**config.mk**
```make
export PLATFORM = sky130hd
export DESIGN_NAME = pinctl_port
export DESIGN_NICKNAME = d
export VERILOG_FILES = /design/src/rtl/pinctl_pkg.sv /design/src/rtl/pinctl_rst_sync.sv /design/src/rtl/pinctl_in_sync.sv /design/src/rtl/pinctl_pin_decode.sv /design/src/rtl/pinctl_regs.sv /design/src/rtl/pinctl_port.sv
export SDC_FILE = /design/constraint.sdc
export NUM_CORES = 1
export LEC_CHECK = 0
export CORE_AREA = 2 2 217 219
export CTS_CLUSTER_DIAMETER = 60
export DETAILED_ROUTE_END_ITERATION = 16
export DIE_AREA = 0 0 219 221
export DONT_BUFFER_PORTS = 1
export PLACE_DENSITY = 0.64
export SETUP_SLACK_MARGIN = 0.5
export SYNTH_ARGS = -nofsm -noshare
export SYNTH_HDL_FRONTEND = slang
export SYNTH_SLANG_ARGS = --single-unit
export TNS_END_PERCENT = 1
```
**constraint.sdc**
```tcl
create_clock -name clk -period 18.8 [get_ports clk]
set_input_delay 2.82 -clock clk [delete_from_list [all_inputs] [get_ports clk]]
set_output_delay 2.82 -clock clk [all_outputs]
set_load 0.01 [all_outputs]
```
**src/rtl/pinctl_pkg.sv**
```systemverilog
package pinctl_pkg;

  localparam int unsigned MODE_W = 4;

  localparam logic [MODE_W-1:0] MODE_INPUT  = 4'd0;
  localparam logic [MODE_W-1:0] MODE_OUTPUT = 4'd1;
  localparam logic [MODE_W-1:0] MODE_IRQ    = 4'd14;
  localparam logic [MODE_W-1:0] MODE_OFF    = 4'd15;

  typedef enum logic [1:0] {
    PK_FLOAT = 2'd0,  // input, disabled or alternate: pad not driven here
    PK_DRIVE = 2'd1,  // output mode: pad driven from data word
    PK_IRQ   = 2'd2   // routed to interrupt detector
  } pin_kind_e;

  function automatic pin_kind_e classify_mode(input logic [MODE_W-1:0] code);
    pin_kind_e kind;
    unique case (code)
      MODE_OUTPUT: kind = PK_DRIVE;
      MODE_IRQ:    kind = PK_IRQ;
      default:     kind = PK_FLOAT;
    endcase
    return kind;
  endfunction

endpackage

```
**src/rtl/pinctl_rst_sync.sv**
```systemverilog
module pinctl_rst_sync (
  input  logic clk,
  input  logic rst_n,
  output logic rst_sync_n
);

  logic [1:0] shift_q;
  logic [1:0] shift_d;

  always_comb begin
    shift_d = {shift_q[0], 1'b1};
  end

  always_ff @(posedge clk or negedge rst_n) begin
    if (!rst_n) begin
      shift_q <= '0;
    end else begin
      shift_q <= shift_d;
    end
  end

  assign rst_sync_n = shift_q[1];

endmodule

```
**src/rtl/pinctl_in_sync.sv**
```systemverilog
module pinctl_in_sync #(
  parameter int unsigned WIDTH  = 32,
  parameter int unsigned STAGES = 2
) (
  input  logic             clk,
  input  logic             rst_n,
  input  logic [WIDTH-1:0] din,
  output logic [WIDTH-1:0] dout
);

  logic [WIDTH-1:0] stage_q [STAGES];
  logic [WIDTH-1:0] stage_d [STAGES];

  for (genvar s = 0; s < STAGES; s++) begin : g_stage
    if (s == 0) begin : g_first
      always_comb stage_d[s] = din;
    end else begin : g_next
      always_comb stage_d[s] = stage_q[s-1];
    end

    always_ff @(posedge clk or negedge rst_n) begin
      if (!rst_n) begin
        stage_q[s] <= '0;
      end else begin
        stage_q[s] <= stage_d[s];
      end
    end
  end

  assign dout = stage_q[STAGES-1];

endmodule

```
**src/rtl/pinctl_pin_decode.sv**
```systemverilog
module pinctl_pin_decode
  import pinctl_pkg::*;
#(
  parameter int unsigned NUM_PINS = 32
) (
  input  logic [NUM_PINS*MODE_W-1:0] mode_flat,
  input  logic [NUM_PINS-1:0]        out_val,
  output logic [NUM_PINS-1:0]        oe,
  output logic [NUM_PINS-1:0]        drive_val,
  output logic [NUM_PINS-1:0]        irq_route
);

  for (genvar p = 0; p < NUM_PINS; p++) begin : g_pin
    pin_kind_e kind;

    always_comb begin
      kind         = classify_mode(mode_flat[p*MODE_W +: MODE_W]);
      oe[p]        = (kind == PK_DRIVE);
      irq_route[p] = (kind == PK_IRQ);
      drive_val[p] = (kind == PK_DRIVE) ? out_val[p] : 1'b0;
    end
  end

endmodule

```
**src/rtl/pinctl_regs.sv**
```systemverilog
module pinctl_regs
  import pinctl_pkg::*;
#(
  parameter int unsigned NUM_PINS = 32,
  parameter int unsigned DATA_W   = 32,
  parameter int unsigned ADDR_W   = 8,
  parameter int unsigned DRV_W    = 4,
  parameter int unsigned PULL_W   = 2
) (
  input  logic                       clk,
  input  logic                       rst_n,
  input  logic                       wr_en,
  input  logic                       rd_en,
  input  logic [ADDR_W-1:0]          addr,
  input  logic [DATA_W-1:0]          wdata,
  output logic [DATA_W-1:0]          rdata,
  input  logic [NUM_PINS-1:0]        level,
  output logic [NUM_PINS*MODE_W-1:0] mode_flat,
  output logic [NUM_PINS-1:0]        out_val,
  output logic [NUM_PINS*DRV_W-1:0]  drv_flat,
  output logic [NUM_PINS*PULL_W-1:0] pull_flat
);

  localparam int unsigned CFG_WORDS  = NUM_PINS * MODE_W / DATA_W;
  localparam int unsigned DRV_WORDS  = NUM_PINS * DRV_W / DATA_W;
  localparam int unsigned PULL_WORDS = NUM_PINS * PULL_W / DATA_W;
  localparam int unsigned DATA_IDX   = CFG_WORDS;
  localparam int unsigned DRV_BASE   = DATA_IDX + 1;
  localparam int unsigned PULL_BASE  = DRV_BASE + DRV_WORDS;
  localparam int unsigned TOTAL      = PULL_BASE + PULL_WORDS;
  localparam int unsigned BYTE_SH    = $clog2(DATA_W / 8);
  localparam int unsigned IDX_W      = ADDR_W - BYTE_SH;

  logic [IDX_W-1:0]  word_idx;
  logic              aligned;
  logic              mapped;
  logic [DATA_W-1:0] word_q [TOTAL];
  logic [DATA_W-1:0] word_d [TOTAL];
  logic [TOTAL-1:0]  word_we;
  logic [DATA_W-1:0] rd_word;
  logic [DATA_W-1:0] rdata_d;
  logic [DATA_W-1:0] rdata_q;

  // Address decode
  always_comb begin
    word_idx = addr[ADDR_W-1:BYTE_SH];
    aligned  = (addr[BYTE_SH-1:0] == '0);
    mapped   = aligned && (word_idx < IDX_W'(TOTAL));
  end

  // Storage words: configuration, data, drive, pull
  for (genvar w = 0; w < TOTAL; w++) begin : g_word
    localparam logic [DATA_W-1:0] RST_VAL = (w < CFG_WORDS) ? '1 : '0;

    always_comb begin
      word_we[w] = wr_en && mapped && (word_idx == IDX_W'(w));
      word_d[w]  = word_we[w] ? wdata : word_q[w];
    end

    always_ff @(posedge clk or negedge rst_n) begin
      if (!rst_n) begin
        word_q[w] <= RST_VAL;
      end else begin
        word_q[w] <= word_d[w];
      end
    end
  end

  // Read mux: the data word reads back pad levels
  always_comb begin
    rd_word = '0;
    for (int w = 0; w < int'(TOTAL); w++) begin
      if (mapped && (word_idx == IDX_W'(w))) begin
        if (w == int'(DATA_IDX)) begin
          rd_word = DATA_W'(level);
        end else begin
          rd_word = word_q[w];
        end
      end
    end
    rdata_d = rd_en ? rd_word : rdata_q;
  end

  always_ff @(posedge clk or negedge rst_n) begin
    if (!rst_n) begin
      rdata_q <= '0;
    end else begin
      rdata_q <= rdata_d;
    end
  end

  assign rdata = rdata_q;

  // Flatten exported fields
  for (genvar w = 0; w < CFG_WORDS; w++) begin : g_cfg_out
    assign mode_flat[w*DATA_W +: DATA_W] = word_q[w];
  end
  for (genvar w = 0; w < DRV_WORDS; w++) begin : g_drv_out
    assign drv_flat[w*DATA_W +: DATA_W] = word_q[DRV_BASE + w];
  end
  for (genvar w = 0; w < PULL_WORDS; w++) begin : g_pull_out
    assign pull_flat[w*DATA_W +: DATA_W] = word_q[PULL_BASE + w];
  end
  assign out_val = word_q[DATA_IDX][NUM_PINS-1:0];

endmodule

```
**src/rtl/pinctl_port.sv**
```systemverilog
module pinctl_port
  import pinctl_pkg::*;
#(
  parameter int unsigned NUM_PINS = 32,
  parameter int unsigned DATA_W   = 32,
  parameter int unsigned ADDR_W   = 8,
  parameter int unsigned DRV_W    = 4,
  parameter int unsigned PULL_W   = 2,
  parameter int unsigned SYNC_STG = 2
) (
  input  logic                       clk,
  input  logic                       rst_n,
  input  logic                       bus_wr_en,
  input  logic                       bus_rd_en,
  input  logic [ADDR_W-1:0]          bus_addr,
  input  logic [DATA_W-1:0]          bus_wdata,
  output logic [DATA_W-1:0]          bus_rdata,
  input  logic [NUM_PINS-1:0]        pad_in,
  output logic [NUM_PINS-1:0]        pad_out,
  output logic [NUM_PINS-1:0]        pad_oe,
  output logic [NUM_PINS*MODE_W-1:0] pin_mode,
  output logic [NUM_PINS-1:0]        irq_sel,
  output logic [NUM_PINS-1:0]        pin_level,
  output logic [NUM_PINS*DRV_W-1:0]  drive_ctl,
  output logic [NUM_PINS*PULL_W-1:0] pull_ctl
);

  logic                       rst_int_n;
  logic [NUM_PINS-1:0]        level_s;
  logic [NUM_PINS*MODE_W-1:0] mode_flat;
  logic [NUM_PINS-1:0]        out_val;

  pinctl_rst_sync u_rst (
    .clk        (clk),
    .rst_n      (rst_n),
    .rst_sync_n (rst_int_n)
  );

  pinctl_in_sync #(
    .WIDTH  (NUM_PINS),
    .STAGES (SYNC_STG)
  ) u_sync (
    .clk   (clk),
    .rst_n (rst_int_n),
    .din   (pad_in),
    .dout  (level_s)
  );

  pinctl_regs #(
    .NUM_PINS (NUM_PINS),
    .DATA_W   (DATA_W),
    .ADDR_W   (ADDR_W),
    .DRV_W    (DRV_W),
    .PULL_W   (PULL_W)
  ) u_regs (
    .clk       (clk),
    .rst_n     (rst_int_n),
    .wr_en     (bus_wr_en),
    .rd_en     (bus_rd_en),
    .addr      (bus_addr),
    .wdata     (bus_wdata),
    .rdata     (bus_rdata),
    .level     (level_s),
    .mode_flat (mode_flat),
    .out_val   (out_val),
    .drv_flat  (drive_ctl),
    .pull_flat (pull_ctl)
  );

  pinctl_pin_decode #(
    .NUM_PINS (NUM_PINS)
  ) u_dec (
    .mode_flat (mode_flat),
    .out_val   (out_val),
    .oe        (pad_oe),
    .drive_val (pad_out),
    .irq_route (irq_sel)
  );

  assign pin_mode  = mode_flat;
  assign pin_level = level_s;

endmodule

```
# ---- Word-level counts from Yosys, hierarchy flattened
# Index checks and enable logic that the tools add are counted.
dict set report word_totals {
  regBits 450
  wordCells 255
  output_inout_bits 480
}
dict set report classes {
  n_reduce_logical 26
  order_cmp 1
  eq_ne 138
  mux 75
}
# cell n
set op_table {}
lappend op_table {{32-bit two-way mux} 11}
lappend op_table {{4-bit by 1-bit equality test with 1-bit output (second input constant)} 32}
lappend op_table {{4-bit equality test (second input constant)} 32}
lappend op_table {{2-bit one-hot mux with 2 select lines} 32}
lappend op_table {{2-bit by 1-bit equality test with 1-bit output (second input constant)} 32}
lappend op_table {{2-bit equality test (second input constant)} 32}
lappend op_table {{1-bit two-way mux} 32}
lappend op_table {{6-bit by 3-bit equality test with 1-bit output (second input constant)} 4}
lappend op_table {{1-bit logical AND} 24}
lappend op_table {{6-bit by 4-bit equality test with 1-bit output (second input constant)} 3}
lappend op_table {{6-bit by 2-bit equality test with 1-bit output (second input constant)} 2}
lappend op_table {{6-bit by 1-bit equality test with 1-bit output (second input constant)} 1}
lappend op_table {{6-bit zero test} 1}
lappend op_table {{6-bit by 4-bit less-than comparator with 1-bit output (second input constant)} 1}
lappend op_table {{2-bit zero test} 1}

# ---- Logic depth before layout (Yosys ltp)
dict set report logic_depth {
  ltp_word 14
  ltp_mapped 8
  depth_no_buf 5
}

# ---- By module
# Synthesis repeated with hierarchy kept, for this count alone.
dict set report hier_totals {
  hier_cells 1421
  hier_area_um2 20429.6
}
# mod area_per_inst_um2 cells_per_inst seq_area_each_um2 instances
set modules_own_cells {}
lappend modules_own_cells {pinctl_regs 17453.0 1258 9769.4 1}
lappend modules_own_cells {pinctl_in_sync 1601.5 64 1601.5 1}
lappend modules_own_cells {pinctl_pin_decode 1321.3 96 0.0 1}
lappend modules_own_cells {pinctl_rst_sync 53.8 3 50.0 1}

# ---- Worst setup path before layout
# No wires, ideal clock.
dict set report synth_path {
  path_kind {in2reg}
  startpoint {input port bus_addr[7]}
  endpoint {register u_regs.word_q (netlist bit u_regs.mode_flat[11])}
  cell_stages 7
  setup_slack_ps 14179
  setup_time_ps 82
  required_time_ps 18718
  arrival_time_ps 4539
  path_buffers 2
  cell_sequence {or4_1 -> buf_4 -> nor2_8 -> nand3_4 -> nor3_4 -> buf_6 -> mux2_2}
}
dict set report synth_via {
  elab_chain_cells 4
}
# item line
set synth_lines {}
lappend synth_lines {{start, declared} pinctl_port.sv:15} ;# input logic [ADDR_W-1:0] bus_addr,
lappend synth_lines {{6-bit by 4-bit less-than comparator with 1-bit output} pinctl_regs.sv:48} ;# mapped = aligned && (word_idx < IDX_W'(TOTAL));
lappend synth_lines {{1-bit logical AND} pinctl_regs.sv:48}
lappend synth_lines {{1-bit logical AND} pinctl_regs.sv:56} ;# word_we[w] = wr_en && mapped && (word_idx == IDX_W'(w));
lappend synth_lines {{1-bit logical AND *} pinctl_regs.sv:56}
lappend synth_lines {{end signal, assigned by index} pinctl_regs.sv:64} ;# word_q[w] <= word_d[w];
lappend synth_lines {{end, declared} pinctl_regs.sv:37} ;# logic [DATA_W-1:0] word_q [TOTAL];
# Every way passes the cells marked *; elsewhere a longest branch is shown, timed or not.
# A chain may end at the register's enable or synchronous reset.

# ---- Final worst setup path
dict set report layout_path {
  startpoint {register u_regs.word_q (netlist bit u_regs.mode_flat[16])}
  endpoint {output port pad_out[4]}
}
dict set report layout_via {
  elab_chain_cells 4
}
# item line
set layout_lines {}
lappend layout_lines {{4-bit equality test or 4-bit by 1-bit equality test with 1-bit output (tied branches)} pinctl_pkg.sv:18} ;# unique case (code)
lappend layout_lines {{2-bit one-hot mux with 2 select lines *} pinctl_pkg.sv:18}
lappend layout_lines {{2-bit by 1-bit equality test with 1-bit output *} -}
lappend layout_lines {{named net pad_oe[4]} pinctl_port.sv:20} ;# output logic [NUM_PINS-1:0] pad_oe,
lappend layout_lines {{1-bit two-way mux *} pinctl_pin_decode.sv:20} ;# drive_val[p] = (kind == PK_DRIVE) ? out_val[p] : 1'b0;
lappend layout_lines {{end, declared} pinctl_port.sv:19} ;# output logic [NUM_PINS-1:0] pad_out,
# Mark *: on every way through the listed nets, which the timed path passes. The rest lies on a longest branch.

==> impl_metrics.tcl <==
set metrics [dict create \
    run_status "complete, no violations" \
    post_cts_buffers 0 \
    finClkSkew_ns 0.0104 \
    synth_top_cell_by_area "dfrtp_1" \
    worst_pin_slew_ns 1.21 \
    n_fill_cell 4061 \
    fmax_mhz 188 \
    hold_start "u_sync.stage_d[5]" \
    hold_slack_ns 0.348 \
    setup_tns_ns 0 \
    finalNetCount 1566 \
    cts.sinks 450 \
    reg2reg_to "u_regs.drv_flat[71]" \
    synthAdderAreaFrac 0 \
    numCtsBuffers 51 \
    die_y_um 221 \
    antenna_left 0 \
    firstDrtPassIters 5 \
    core_um2 46100 \
    clkTransAtPathRegs_ns 0.06 \
    grt_pass1_wl_um 110000 \
    synth_xor_area_frac 0 \
    setup_viol 0 \
    ctsResizeCount 0 \
    min_to "u_sync.dout[5]" \
    power_density_nw_per_um2 101 \
    start_kind "flip-flop" \
    r2r_setup_slack_ns 15.72 \
    setup_ws_ns 13.49 \
    async_flop_share 1.00 \
    cts_tree "built" \
    synthCells 1543 \
    hold_viol_final 0 \
    syn-num-nets 1619 \
    yosysUniqueCellTypes 55 \
    arrival_ns 2.49 \
    synth_compound_area_frac 0.109 \
    slew_headroom 0.185 \
    hpwl_um 52300 \
    drv_cap 0 \
    fin_crit_ns 5.31 \
    synthFlopType "dfrtp_1" \
    ir_worst_vdd_mv 0.0881 \
    rows 79 \
    grt_pass1_vias 14400 \
    cts_buffer_depth 3 \
    synth-simple-area-share 0.0707 \
    numPortBuffers 0 \
    drt_wl_total_um 78700 \
    muxShareOfSynthArea 0.229 \
    synth_top_family_by_area "multiplexers" \
    critical_path_class "reg2out" \
    finalCritPeriodShare 0.282 \
    drt-initial-drc-count 1306 \
    rsz0062_at_grt "false" \
    antenna_found_initial 5 \
    gp_congestion 0.893 \
    crit_fanout 5 \
    holdPathStages 0 \
    rr_startpoint "u_rst.shift_q[1]" \
    grt_max_degree 139 \
    drive_above_1_share 0.418 \
    synth_area_um2 20400 \
    root_buffer "clkbuf_16" \
    grt-ovfl-total 0 \
    area_delta_synth_final_pct 11.2 \
    pre_cts_ws_ns 13.30 \
    yosysMostFrequentCell "mux2_2" \
    synth_edf_count 0 \
    dieWidth_um 219 \
    leakage_uw 0.0101 \
    required_ns 15.98 \
    drcViolationCount 0 \
    synth_seq_cells 450 \
    viasPerCell 6.70 \
    synth_top_area_share 0.395 \
    crit_path_end_kind "output pin" \
    slew_violations 0 \
    ys_warn_count 0 \
    finalPower_uw 2290 \
    synth_commonest_cells "mux2_2 (345), dfrtp_1 (322), dfstp_2 (128)" \
    avgSynthCellArea_um2 13.2 \
    avgRoutedWirePerCell_um 36.7 \
    initial_core_util 0.443 \
    r2r_cells 2 \
    synthTopCellsByArea "dfrtp_1 (39%), mux2_2 (19%), dfstp_2 (16%)" \
    yosysSeqAreaShare 0.560 \
    vias 14400 \
    clock_latency_ns 0.59 \
    die_area_um2 48400 \
    top_level_ports 556 \
    cts.htree.levels 2 \
    ctsHoldBuffers 0 \
    track_usage 0.318 \
    hold_class "reg2reg" \
]
[logic make-up (layout without fill, tap and decap cells)]
logic type | count (synthesis) | in the layout
DFF | 450 | 450
muxes | 415 | 415
AOI/OAI and AO/OA | 321 | 321
and+or+nand+nor | 210 | 210
buffers and inverters | 146 | 135
other | 1 | 3
[routing by layer]
metal	vias up	track usage	wire length (um)
met4	0	0.108	2770
li1	5669	-	-
met5	-	0	0
met2	882	0.511	37400
met1	7653	0.405	30500
met3	151	0.100	7980
[power breakdown]
part	total [uW]	internal, uW	leakage, uW	switching, uW
Combinational	111	49.7	0.00354	61.7
Clock	1070	645	0.000890	420
Sequential	1110	1030	0.00562	85.8
[state kept, by name, indices dropped and copies added (netlist names)]
register	cells
u_regs.rdata	32
u_regs.pull_flat	64
u_regs.drv_flat	128
u_regs.mode_flat	128
u_rst.shift_q	2
u_regs.out_val	32
u_sync.stage_d	32
u_sync.dout	32
[final cells by class]
type                            instances  area, um^2  share of cell area
Antenna cell                            2        5.00            0.000221
Clock buffer                           72        1520              0.0669
Clock inverter                         23         285              0.0126
Inverter                               10        37.5             0.00165
Multi-Input combinational cell        947        8440               0.372
Sequential cell                       450       11400               0.503
Tap cell                              607         759              0.0335
Timing Repair Buffer                   30         225             0.00992
[cells in the final DEF (no fill, tap or decap), types with 8 or more instances in the layout]
cell type,n
and2_1,38
mux2_2,345
nand2_1,29
mux2i_1,56
nor2b_1,15
mux2_1,8
a211o_1,25
clkbuf_8,12
clkinv_2,10
buf_4,30
dfstp_2,128
dfrtp_1,321
nor4b_1,27
and4b_1,32
a31o_2,13
clkbuf_16,53
o221ai_1,25
a221o_1,12
o21a_1,26
nor2_1,23
inv_1,8
a22oi_1,13
a21oi_1,57
a221oi_1,12
a32oi_1,25
o21ai_0,81
[critical path, stage by stage (launching register included)]
cell and delay (ns):
dfstp_2 0.64, nor4b_2 0.90, and2_1 0.35
[worst max-delay path by stage]
stage / startpoint / endpoint / slack [ns] / depth (start not counted)
2_1_floorplan: u_rst.shift_q[1] / u_regs.drv_flat[0] / 5.55 / 0
3_3_place_gp: bus_addr[7] / u_regs.mode_flat[117] / 13.37 / 6
3_5_place_dp: bus_addr[7] / u_regs.mode_flat[112] / 13.30 / 6
4_1_cts: u_regs.mode_flat[56] / pad_out[14] / 13.46 / 2
5_1_grt: u_regs.mode_flat[56] / pad_out[14] / 13.38 / 2
6_report: u_regs.mode_flat[16] / pad_out[4] / 13.49 / 2
[metrics by stage]
step,std cells,cell area (um^2),util
final,2141,22700,0.493
after global routing,2139,22700,0.493
after CTS,2139,22700,0.493
after detailed placement,2044,20900,0.453
after global placement,2044,20900,0.453
after floorplan,1543,20400,-
(Power assumes the default switching activity.)
